### src/rtl/dram_seq_pkg.sv
package dram_seq_pkg;
  typedef enum logic [2:0] {
    PH_IDLE = 3'd0,
    PH_PRE  = 3'd1,
    PH_ACT  = 3'd2,
    PH_SNS  = 3'd3,
    PH_COL  = 3'd4,
    PH_RST  = 3'd5
  } phase_e;
endpackage

### src/rtl/dram_seq_onehot.sv
module dram_seq_onehot #(
  parameter int N  = 8,
  localparam int IW = (N > 1) ? $clog2(N) : 1
) (
  input  logic          en,
  input  logic [IW-1:0] idx,
  output logic [N-1:0]  vec
);
  for (genvar i = 0; i < N; i++) begin : g_dec
    assign vec[i] = en && (idx == IW'(i));
  end
endmodule

### src/rtl/dram_seq_refresh.sv
module dram_seq_refresh #(
  parameter int ROWS       = 8,
  parameter int REF_PERIOD = 64,
  localparam int RW = (ROWS > 1) ? $clog2(ROWS) : 1,
  localparam int TW = (REF_PERIOD > 1) ? $clog2(REF_PERIOD) : 1
) (
  input  logic          clk,
  input  logic          rst_n,
  input  logic          take,
  output logic          pend,
  output logic [RW-1:0] row
);
  logic [TW-1:0] tmr_q, tmr_d;
  logic          pend_d;
  logic [RW-1:0] row_d;
  logic          tick;

  assign tick = (tmr_q == TW'(REF_PERIOD - 1));

  always_comb begin
    tmr_d  = tick ? '0 : tmr_q + 1'b1;
    pend_d = pend;
    if (take) pend_d = 1'b0;
    if (tick) pend_d = 1'b1;
    row_d  = row;
    if (take) row_d = (row == RW'(ROWS - 1)) ? '0 : row + 1'b1;
  end

  always_ff @(posedge clk or negedge rst_n) begin
    if (!rst_n) begin
      tmr_q <= '0;
      pend  <= 1'b0;
      row   <= '0;
    end else begin
      tmr_q <= tmr_d;
      pend  <= pend_d;
      row   <= row_d;
    end
  end
endmodule

### src/rtl/dram_seq_fsm.sv
module dram_seq_fsm import dram_seq_pkg::*; #(
  parameter int ROWS  = 8,
  parameter int COLS  = 8,
  parameter int DW    = 8,
  parameter int T_PRE = 2,
  parameter int T_ACT = 3,
  parameter int T_SNS = 2,
  parameter int T_RST = 2,
  localparam int RW   = (ROWS > 1) ? $clog2(ROWS) : 1,
  localparam int CLW  = (COLS > 1) ? $clog2(COLS) : 1,
  localparam int TMX1 = (T_PRE > T_ACT) ? T_PRE : T_ACT,
  localparam int TMX2 = (T_SNS > T_RST) ? T_SNS : T_RST,
  localparam int TMAX = (TMX1 > TMX2) ? TMX1 : TMX2,
  localparam int CW   = $clog2(TMAX + 1)
) (
  input  logic           clk,
  input  logic           rst_n,
  input  logic           req_valid,
  input  logic           req_we,
  input  logic [RW-1:0]  req_row,
  input  logic [CLW-1:0] req_col,
  input  logic [DW-1:0]  req_wdata,
  input  logic           ref_pend,
  input  logic [RW-1:0]  ref_row,
  output phase_e         phase,
  output logic           req_ready,
  output logic           ref_take,
  output logic           act_first,
  output logic [RW-1:0]  cur_row,
  output logic [CLW-1:0] cur_col,
  output logic           cur_we,
  output logic [DW-1:0]  cur_wdata
);
  localparam logic [CW-1:0] C_PRE = CW'(T_PRE - 1);
  localparam logic [CW-1:0] C_ACT = CW'(T_ACT - 1);
  localparam logic [CW-1:0] C_SNS = CW'(T_SNS - 1);
  localparam logic [CW-1:0] C_RST = CW'(T_RST - 1);

  phase_e        ph_d;
  logic [CW-1:0] cnt_q, cnt_d;
  logic          is_ref_q;
  logic          load;
  logic          done;

  assign done      = (cnt_q == '0);
  assign req_ready = (phase == PH_IDLE) && !ref_pend;
  assign ref_take  = (phase == PH_IDLE) && ref_pend;
  assign load      = (phase == PH_IDLE) && (ref_pend || req_valid);
  assign act_first = (phase == PH_ACT) && (cnt_q == C_ACT);

  always_comb begin
    ph_d  = phase;
    cnt_d = done ? cnt_q : cnt_q - 1'b1;
    case (phase)
      PH_IDLE: if (load) begin
        ph_d  = PH_PRE;
        cnt_d = C_PRE;
      end
      PH_PRE: if (done) begin
        ph_d  = PH_ACT;
        cnt_d = C_ACT;
      end
      PH_ACT: if (done) begin
        ph_d  = PH_SNS;
        cnt_d = C_SNS;
      end
      PH_SNS: if (done) begin
        ph_d  = is_ref_q ? PH_RST : PH_COL;
        cnt_d = C_RST;
      end
      PH_COL: begin
        ph_d  = PH_RST;
        cnt_d = C_RST;
      end
      PH_RST: if (done) ph_d = PH_IDLE;
      default: ph_d = PH_IDLE;
    endcase
  end

  always_ff @(posedge clk or negedge rst_n) begin
    if (!rst_n) begin
      phase <= PH_IDLE;
      cnt_q <= '0;
    end else begin
      phase <= ph_d;
      cnt_q <= cnt_d;
    end
  end

  always_ff @(posedge clk or negedge rst_n) begin
    if (!rst_n) begin
      is_ref_q  <= 1'b0;
      cur_row   <= '0;
      cur_col   <= '0;
      cur_we    <= 1'b0;
      cur_wdata <= '0;
    end else if (load) begin
      is_ref_q  <= ref_pend;
      cur_row   <= ref_pend ? ref_row : req_row;
      cur_col   <= req_col;
      cur_we    <= !ref_pend && req_we;
      cur_wdata <= req_wdata;
    end
  end
endmodule

### src/rtl/dram_seq_array.sv
module dram_seq_array #(
  parameter int ROWS = 8,
  parameter int COLS = 8,
  parameter int DW   = 8,
  localparam int RW  = (ROWS > 1) ? $clog2(ROWS) : 1,
  localparam int CLW = (COLS > 1) ? $clog2(COLS) : 1
) (
  input  logic           clk,
  input  logic           rst_n,
  input  logic           act_first,
  input  logic           restore_en,
  input  logic           col_wr,
  input  logic           col_rd,
  input  logic [RW-1:0]  row,
  input  logic [CLW-1:0] col,
  input  logic [DW-1:0]  wdata,
  output logic           rd_valid,
  output logic [DW-1:0]  rd_data
);
  logic [DW-1:0] cells [ROWS][COLS];
  logic [DW-1:0] rbuf  [COLS];

  always_ff @(posedge clk or negedge rst_n) begin
    if (!rst_n) begin
      for (int r = 0; r < ROWS; r++)
        for (int c = 0; c < COLS; c++)
          cells[r][c] <= '0;
      for (int c = 0; c < COLS; c++) rbuf[c] <= '0;
      rd_valid <= 1'b0;
      rd_data  <= '0;
    end else begin
      if (act_first) begin
        for (int c = 0; c < COLS; c++) begin
          rbuf[c]       <= cells[row][c];
          cells[row][c] <= '0;
        end
      end
      if (col_wr) rbuf[col] <= wdata;
      if (restore_en) begin
        for (int c = 0; c < COLS; c++) cells[row][c] <= rbuf[c];
      end
      rd_valid <= col_rd;
      if (col_rd) rd_data <= rbuf[col];
    end
  end
endmodule

### src/rtl/dram_seq.sv
module dram_seq import dram_seq_pkg::*; #(
  parameter int ROWS       = 8,
  parameter int COLS       = 8,
  parameter int DW         = 8,
  parameter int T_PRE      = 2,
  parameter int T_ACT      = 3,
  parameter int T_SNS      = 2,
  parameter int T_RST      = 2,
  parameter int REF_PERIOD = 64,
  localparam int RW  = (ROWS > 1) ? $clog2(ROWS) : 1,
  localparam int CLW = (COLS > 1) ? $clog2(COLS) : 1,
  localparam int AW  = RW + CLW,
  localparam int MAW = (RW > CLW) ? RW : CLW
) (
  input  logic            clk,
  input  logic            rst_n,
  input  logic            req_valid,
  output logic            req_ready,
  input  logic            req_we,
  input  logic [AW-1:0]   req_addr,
  input  logic [DW-1:0]   req_wdata,
  output logic            rd_valid,
  output logic [DW-1:0]   rd_data,
  output logic [MAW-1:0]  mux_addr,
  output logic            ras,
  output logic            cas,
  output logic            precharge,
  output logic [ROWS-1:0] wordline,
  output logic            sense_en,
  output logic [COLS-1:0] col_sel,
  output logic            restore
);
  phase_e         phase;
  logic           ref_pend, ref_take, act_first, cur_we, wl_on;
  logic [RW-1:0]  ref_row, cur_row;
  logic [CLW-1:0] cur_col;
  logic [DW-1:0]  cur_wdata;

  dram_seq_refresh #(.ROWS(ROWS), .REF_PERIOD(REF_PERIOD)) u_ref (
    .clk(clk), .rst_n(rst_n), .take(ref_take), .pend(ref_pend), .row(ref_row)
  );

  dram_seq_fsm #(
    .ROWS(ROWS), .COLS(COLS), .DW(DW),
    .T_PRE(T_PRE), .T_ACT(T_ACT), .T_SNS(T_SNS), .T_RST(T_RST)
  ) u_fsm (
    .clk(clk), .rst_n(rst_n),
    .req_valid(req_valid), .req_we(req_we),
    .req_row(req_addr[AW-1:CLW]), .req_col(req_addr[CLW-1:0]),
    .req_wdata(req_wdata), .ref_pend(ref_pend), .ref_row(ref_row),
    .phase(phase), .req_ready(req_ready), .ref_take(ref_take),
    .act_first(act_first), .cur_row(cur_row), .cur_col(cur_col),
    .cur_we(cur_we), .cur_wdata(cur_wdata)
  );

  assign precharge = (phase == PH_PRE);
  assign ras       = (phase == PH_ACT);
  assign cas       = (phase == PH_COL);
  assign restore   = (phase == PH_RST);
  assign sense_en  = (phase == PH_SNS) || cas || restore;
  assign wl_on     = ras || sense_en;
  assign mux_addr  = ras ? MAW'(cur_row) : (cas ? MAW'(cur_col) : '0);

  dram_seq_onehot #(.N(ROWS)) u_wl_dec (.en(wl_on), .idx(cur_row), .vec(wordline));
  dram_seq_onehot #(.N(COLS)) u_col_dec (.en(cas), .idx(cur_col), .vec(col_sel));

  dram_seq_array #(.ROWS(ROWS), .COLS(COLS), .DW(DW)) u_arr (
    .clk(clk), .rst_n(rst_n), .act_first(act_first), .restore_en(restore),
    .col_wr(cas && cur_we), .col_rd(cas && !cur_we),
    .row(cur_row), .col(cur_col), .wdata(cur_wdata),
    .rd_valid(rd_valid), .rd_data(rd_data)
  );
endmodule

### config.mk
export PLATFORM = sky130hd
export DESIGN_NAME = dram_seq
export DESIGN_NICKNAME = d
export VERILOG_FILES = /design/src/rtl/dram_seq_pkg.sv /design/src/rtl/dram_seq_onehot.sv /design/src/rtl/dram_seq_refresh.sv /design/src/rtl/dram_seq_fsm.sv /design/src/rtl/dram_seq_array.sv /design/src/rtl/dram_seq.sv
export SDC_FILE = /design/constraint.sdc
export NUM_CORES = 1
export LEC_CHECK = 0
export ABC_AREA = 1
export BUFFER_PORTS_ARGS = -buffer_cell sky130_fd_sc_hd__buf_2
export CAP_MARGIN = 25
export CELL_PAD_IN_SITES_DETAIL_PLACEMENT = 1
export CELL_PAD_IN_SITES_GLOBAL_PLACEMENT = 1
export CORE_MARGIN = 10
export CORE_UTILIZATION = 51
export CTS_CLUSTER_DIAMETER = 100
export DETAILED_ROUTE_END_ITERATION = 7
export GPL_TIMING_DRIVEN = 0
export PLACE_DENSITY_LB_ADDON = 0.08
export SYNTH_ARGS = -nofsm -noshare
export SYNTH_HDL_FRONTEND = slang
export SYNTH_HIERARCHICAL = 1
export SYNTH_SLANG_ARGS = --single-unit
### constraint.sdc
create_clock -name clk -period 3.8 [get_ports clk]
set_input_delay 0.57 -clock clk [delete_from_list [all_inputs] [get_ports clk]]
set_output_delay 0.57 -clock clk [all_outputs]
set_load 0.01 [all_outputs]
==> impl_metrics.ini, run 1 <==
[route]
drt-total-wl_mm = 143
drt-wirelength-per-cell_um = 28.7
drt_iter0_markers = 4155
vias = 31385
drcViolationCount = 4
firstDrtPassIters = 8
via_per_inst = 6.31
ant_nets = 0

[floorplan]
initial_core_util = 0.513
ios = 52
die_y_um = 266
rows = 90
dieArea_sq_um = 70900
die_w_um = 266
core_sq_um = 60200

[layout]
drive_gt1_frac = 0.0994
antenna_cells = 0
stdcell_count = 4977
fin_util = 0.575
stdcell_area_sq_um = 34700
area_delta_synth_final_pct = 12.1
layout.nets = 4173

[placed_design]
io_buffers = 51
pre_cts_slack_ns = 0.954
gp_congestion = 1.00
place_area_sq_um = 32300
hpwl_mm = 102
placed_cells = 4856

[worst_setup_path]
worstPathArrival_ns = 3.52
worstPathCellList = nor2_1 -> nand2_1 -> nor2_1 -> clkbuf_1 -> clkbuf_1 -> nand2_1 -> nor2_1 -> nor2_1
crit_required_ns = 4.29
crit_buf_inv = 2
slowest_stage = clkbuf_1
cp_common_cell = nor2_1
max_stage_delay_ns = 0.77
critPathKind = reg2reg
start_kind = flip-flop
r2r-start = u_fsm/phase[1]$_DFFE_PN0P_
setup.worst_path.end = u_arr/rd_data[5]$_DFFE_PN0P_
cp-end-kind = flip-flop
crit_fanout = 10
crit_family = buffers and inverters
reg2regPathDepth = 8
rrSetupSlack_ns = 0.76
reg2reg_to = u_arr/rd_data[5]$_DFFE_PN0P_
crit_start = u_fsm/phase[1]$_DFFE_PN0P_
crit_cells = 8

[global_routing]
grt.total_usage = 0.401
grt_max_degree = 116
antenna_found_initial = 1
grt.overflow.total = 0
first_global_vias = 31414
grt_pass1_wl_mm = 208

[pwr]
swShare = 0.456
p_int_w = 0.0164
p_leak_nw = 16.9
power.share.clock = 0.232
p_seq_frac = 0.344
power_frac_comb = 0.424
p_sw_w = 0.0137
peakVddDrop_uv = 474
power.density_nw_per_um2 = 869

[timing]
fin_ws_ns = 0.762
slew_headroom = 0.228
hold_ws_ns = 0.153
hold_viol = 0
fmax_mhz = 329
layout_min_cycle_time_ns = 3.04
fin_skew_ns = 0.0197
max_slew.worst_pin.slew_ns = 1.16
min_period_over_period = 0.800
rsz0062_at_grt = no
slew_violations = 0
setup_viol = 0

[clock_network]
cts_tree = built
clockBufferDepth = 3
cts-root-buf = clkbuf_16
cts_sinks = 616
insertion_delay_ns = 0.63
path_clk_slew_ns = 0.06
cts_made_buffers = 71
htreeDepth = 3
cts-resized-gates = 0

[synthesis]
postSynthNetCount = 4042
ys_seq_area_frac = 0.498
syn_area_sq_um = 30900
synth.distinct_cells = 32
syn-mean-instance-area_sq_um = 7.70
yosys_register_bits = 616
synthCells = 4017
ys_warn_count = 6

[min_path]
min_path_type = in2reg

[job]
drv_cap = 0

[status]
outcome = finished with violations
violations = DRC
-- per-layer routing --
metal / up-vias / track usage / wire length (um)
li1: 13165 / - / -
met1: 15749 / 0.532 / 55400
met2: 1988 / 0.576 / 59800
met3: 483 / 0.104 / 17300
met4: 0 / 0.254 / 10400
met5: - / 0 / 0
-- cells by family after synthesis --
group                      synth area share
and+or+nand+nor                       0.251
buffers and inverters                 0.124
AOI/OAI and AO/OA                     0.123
DFF                                   0.498
adders and majority gates           0.00283
xor gates and xnor gates           0.000566
muxes                              0.000364
-- cells in the mapped netlist (all sizes together) --
| library cell | number | area (sq um) |
|---|---|---|
| nand4 | 7 | 43.8 |
| dfrtp | 616 | 15400 |
| inv | 620 | 2340 |
| nand3 | 788 | 3940 |
| nand3b | 1 | 7.51 |
| o21ai | 581 | 2910 |
| o211ai | 33 | 248 |
| o22ai | 1 | 6.26 |
| clkbuf | 61 | 251 |
| nor3 | 1 | 5.00 |
| mux2 | 1 | 11.3 |
| nand2 | 797 | 3020 |
| buf | 221 | 1230 |
| xor2 | 2 | 17.5 |
| nor2 | 146 | 724 |
| or2 | 3 | 21.3 |
| ha | 7 | 87.6 |
| a21oi | 131 | 656 |
-- cells in the final DEF, fill, tap and decap left out, types with 10 or more instances in the layout --
cell type / n
o211ai_1: 33
o21ai_1: 211
buf_2: 203
dfrtp_1: 616
a21oi_1: 131
buf_1: 23
nand2_1: 789
nand3_1: 788
clkbuf_16: 75
clkbuf_8: 15
buf_4: 34
clkbuf_1: 69
buf_6: 10
o21ai_0: 370
inv_2: 14
nor2_2: 10
inv_1: 602
nor2_1: 124
-- area by class of cell --
class | instances | area [sq um]
plain buffers | 282 | 1490
clock buffers | 104 | 2140
clock inverters | 16 | 176
fillers | 7604 | 25600
inverters | 620 | 2340
multi-input cells | 2499 | 11700
flip-flops and latches | 616 | 15400
well taps | 782 | 978
repair buffers | 58 | 440
-- worst reg2reg max path, stage by stage (launching register included) --
cell	delay, ns
dfrtp_1	0.48
nor2_1	0.29
nand2_1	0.15
nor2_1	0.16
clkbuf_1	0.55
clkbuf_1	0.77
nand2_1	0.13
nor2_1	0.32
nor2_1	0.07
-- worst min-delay path by stage --
stage / startpoint / end / slack, ns / cells after the start
floorplan: rst_n / u_arr/cells[0]$_DFF_PN0_ / 0.27 / 0
global placement: u_fsm/cur_wdata[3]$_DFFE_PN0P_ / u_fsm/cur_wdata[3]$_DFFE_PN0P_ / 0.46 / 2
detailed placement: u_fsm/cur_wdata[7]$_DFFE_PN0P_ / u_fsm/cur_wdata[7]$_DFFE_PN0P_ / 0.46 / 2
CTS: req_wdata[3] / u_fsm/cur_wdata[3]$_DFFE_PN0P_ / 0.13 / 3
global route: req_wdata[4] / u_fsm/cur_wdata[4]$_DFFE_PN0P_ / 0.15 / 3
finish: req_wdata[6] / u_fsm/cur_wdata[6]$_DFFE_PN0P_ / 0.15 / 3
-- registers in the layout, indices dropped and copies added, names as in the netlist --
| name | cells |
|---|---|
| u_fsm/cur_wdata | 8 |
| u_fsm/is_ref_q | 1 |
| u_arr/rd_valid | 1 |
| u_ref/pend | 1 |
| u_arr/cells | 512 |
| u_arr/rd_data | 8 |
| u_fsm/cur_col | 3 |
| u_fsm/cur_row | 3 |
| u_arr/rbuf | 64 |
| u_fsm/phase | 3 |
| u_fsm/cur_we | 1 |
| u_fsm/cnt_q | 2 |
| u_ref/tmr_q | 6 |
| u_ref/row | 3 |
-- power groups by stage --
stage | combinational (W) | clock, W | sequential [W]
3_5_place_dp | 0.0122 | 0 | 0.0103
6_report | 0.0128 | 0.00698 | 0.0104
3_3_place_gp | 0.0118 | 0 | 0.0102
4_1_cts | 0.0124 | 0.00700 | 0.0103
2_1_floorplan | 0.00741 | 0 | 0.00983
5_1_grt | 0.0136 | 0.00730 | 0.0106
-- timing repair --
action,CTS,global route
setup endpoints to repair,0,0
hold buffers,1,0
endpoints found under the hold margin,18,0
buffers inserted,0,0
-- metrics by stage --
| stage | setup TNS [ns] | power (W) |
|---|---|---|
| final | 0 | 0.0301 |
| after global routing | 0 | 0.0315 |
| after CTS | 0 | 0.0296 |
| after detailed placement | 0 | 0.0225 |
| after global placement | -6910.23 | 0.0221 |
| after floorplan | 0 | 0.0172 |
No activity file was read; power rests on OpenSTA's default activity.
==> run 2, diff against run 1 <==
Settings changed: CORE_UTILIZATION 51 to 43.
Clock period 3.8 ns to 2.5 ns, I/O delays scaled along.
==> run 2 against run 1 <==
Power up 53%. Sequential cell count is the same. Clock power increased by 58%. Sequential power rose by 51%. The flow now finishes without violations. Register-to-register slack worse by 0.69 ns. Worst setup slack got worse by 0.69 ns. Die area increased by 17%. Highest routed layer unchanged. Global-route usage shrank 5.3 points. Utilization decreased by 8.1 points.
==> impl_metrics.ini, run 2 (synthesized netlist as in run 1, its figures left out) <==
[floorplan]
core_sq_um = 71400
initial_core_util = 0.433
dieArea_sq_um = 83100
rows = 98
ios = 52
die_w_um = 288
die_y_um = 288

[worst_setup_path]
cp-end-kind = flip-flop
crit_buf_inv = 3
r2r-start = u_fsm/cur_row[0]$_DFFE_PN0P_
worstPathArrival_ns = 2.91
crit_start = u_fsm/cur_row[0]$_DFFE_PN0P_
critPathKind = reg2reg
slowest_stage = dfrtp_1
crit_family = buffers and inverters
start_kind = flip-flop
max_stage_delay_ns = 0.50
worstPathCellList = buf_6 -> buf_2 -> buf_2 -> nand2_1 -> nand3_1 -> nand2_1 -> o21ai_0 -> a21oi_1
rrSetupSlack_ns = 0.07
crit_fanout = 10
crit_required_ns = 2.98

[pwr]
p_leak_nw = 17.1
peakVddDrop_uv = 788
power.density_nw_per_um2 = 1310

[global_routing]
grt.total_usage = 0.348
grt_max_degree = 109
antenna_found_initial = 1
grt.overflow.total = 0
first_global_vias = 30207
grt_pass1_wl_mm = 210

[min_path]
min_path_type = in2reg
min_from = req_we

[job]
drv_cap = 0

[placed_design]
place_area_sq_um = 32600
io_buffers = 51
gp_congestion = 0.960
hpwl_mm = 106

[clock_network]
clockBufferDepth = 3
cts_sinks = 616
cts_tree = built
cts_made_buffers = 72
cts-root-buf = clkbuf_16
htreeDepth = 3
insertion_delay_ns = 0.64
path_clk_slew_ns = 0.06

[status]
outcome = finished, final reports clean

[layout]
top_regs = u_arr/cells x512, u_arr/rbuf x64
ff_latch_area_sq_um = 15400
mostFrequentLayoutCells = nand3_1, nand2_1, dfrtp_1, inv_1, o21ai_0
drive_gt1_frac = 0.113
stdcell_area_sq_um = 35300
multi_input_area_sq_um = 11700
layout_commonest_cell = nand3_1
area_delta_synth_final_pct = 14.0
largest_register = u_arr/cells
layout.nets = 4192
largest_reg_flops = 512
num-fill-cells = 8953

[timing]
slew_headroom = 0.362
setup_viol = 0
slew_violations = 0
fmax_mhz = 412
min_period_over_period = 0.970
hold_viol = 0
rsz0062_at_grt = no
max_slew.worst_pin.slew_ns = 0.957
fin_skew_ns = 0.0318
layout_min_cycle_time_ns = 2.43
setup_tns_ns = 0

[route]
drcViolationCount = 0
vias = 30784
drt-wirelength-per-cell_um = 28.2
ant_nets = 0
firstDrtPassIters = 6
via_per_inst = 5.95
drt_iter0_markers = 4060
drt-total-wl_mm = 146
run 2: changes by cell type in the layout (fill, tap and decap cells not counted), sizes merged:
cell	previous run	this run
dlygate4sd3	1	12
clkinv	9	13
inv	624	622
clkbuf	165	175
bufinv	3	4
diode	0	2
clkinvlp	0	1
buf	278	280
run 2: path summary, 6_finish.rpt:
| check | end | depth (start not counted) |
|---|---|---|
| worst max-delay path | u_arr/rbuf[25]$_DFF_PN0_ | 8 |
| worst min-delay path | u_fsm/cur_we$_DFFE_PN0P_ | 3 |
| worst max register to register | u_arr/rbuf[25]$_DFF_PN0_ | 8 |
| worst min register to register | u_fsm/cur_wdata[5]$_DFFE_PN0P_ | 2 |
| max in group asynchronous | u_arr/cells[360]$_DFF_PN0_ | 4 |
| min in group asynchronous | u_arr/cells[470]$_DFF_PN0_ | 2 |
run 2: tightest hold or removal path, cell delays in order:
cell and delay (ns):
buf_2 0.08, nand3_1 0.08, nand2_1 0.07
run 2: power by group:
| group | internal (W) | switching [W] | total, W | leakage [nW] |
|---|---|---|---|---|
| clock | 0.00643 | 0.00458 | 0.0110 | 1.20 |
| combinational | 0.00540 | 0.0139 | 0.0193 | 7.68 |
| sequential | 0.0133 | 0.00238 | 0.0157 | 8.26 |
| total | 0.0252 | 0.0209 | 0.0461 | 17.1 |
run 2: repair_timing:
item | 4_1_cts | 5_1_grt
setup buffers | 7 | 0
hold endpoints to repair | 104 | 0
pin swaps | 4 | 0
hold buffers | 12 | 0
resized for setup | 27 | 53
setup endpoints to repair | 347 | 381
run 2: area by class of cell:
cell class,count,share of cell area
clock inverters,20,0.00735
diodes,2,0.000142
multi-input cells,2499,0.333
clock buffers,109,0.0616
flip-flops and latches,616,0.437
repair buffers,76,0.0171
plain buffers,282,0.0439
well taps,950,0.0337
inverters,620,0.0663
run 2: layer usage:
| metal | track usage | vias up | share of wire |
|---|---|---|---|
| li1 | - | 13219 | - |
| met1 | 0.485 | 15650 | 0.41 |
| met2 | 0.517 | 1590 | 0.43 |
| met3 | 0.0634 | 325 | 0.10 |
| met4 | 0.168 | 0 | 0.053 |
| met5 | 0 | - | 0 |
run 2: per-stage QoR:
| stage | util | power, W | hold slack (ns) | setup WS (ns) | std cells |
|---|---|---|---|---|---|
| global route | 0.494 | 0.0484 | 0.0264 | 0.00282 | 5172 |
| global placement | 0.454 | 0.0340 | 0.457 | -12.82 | 5018 |
| CTS | 0.493 | 0.0456 | 0.000309 | 0.00849 | 5172 |
| detailed placement | 0.456 | 0.0345 | 0.461 | -0.333 | 5024 |
| floorplan | - | 0.0262 | 0.0794 | 0.670 | 4017 |
| finish | 0.494 | 0.0461 | 0.0252 | 0.0743 | 5174 |
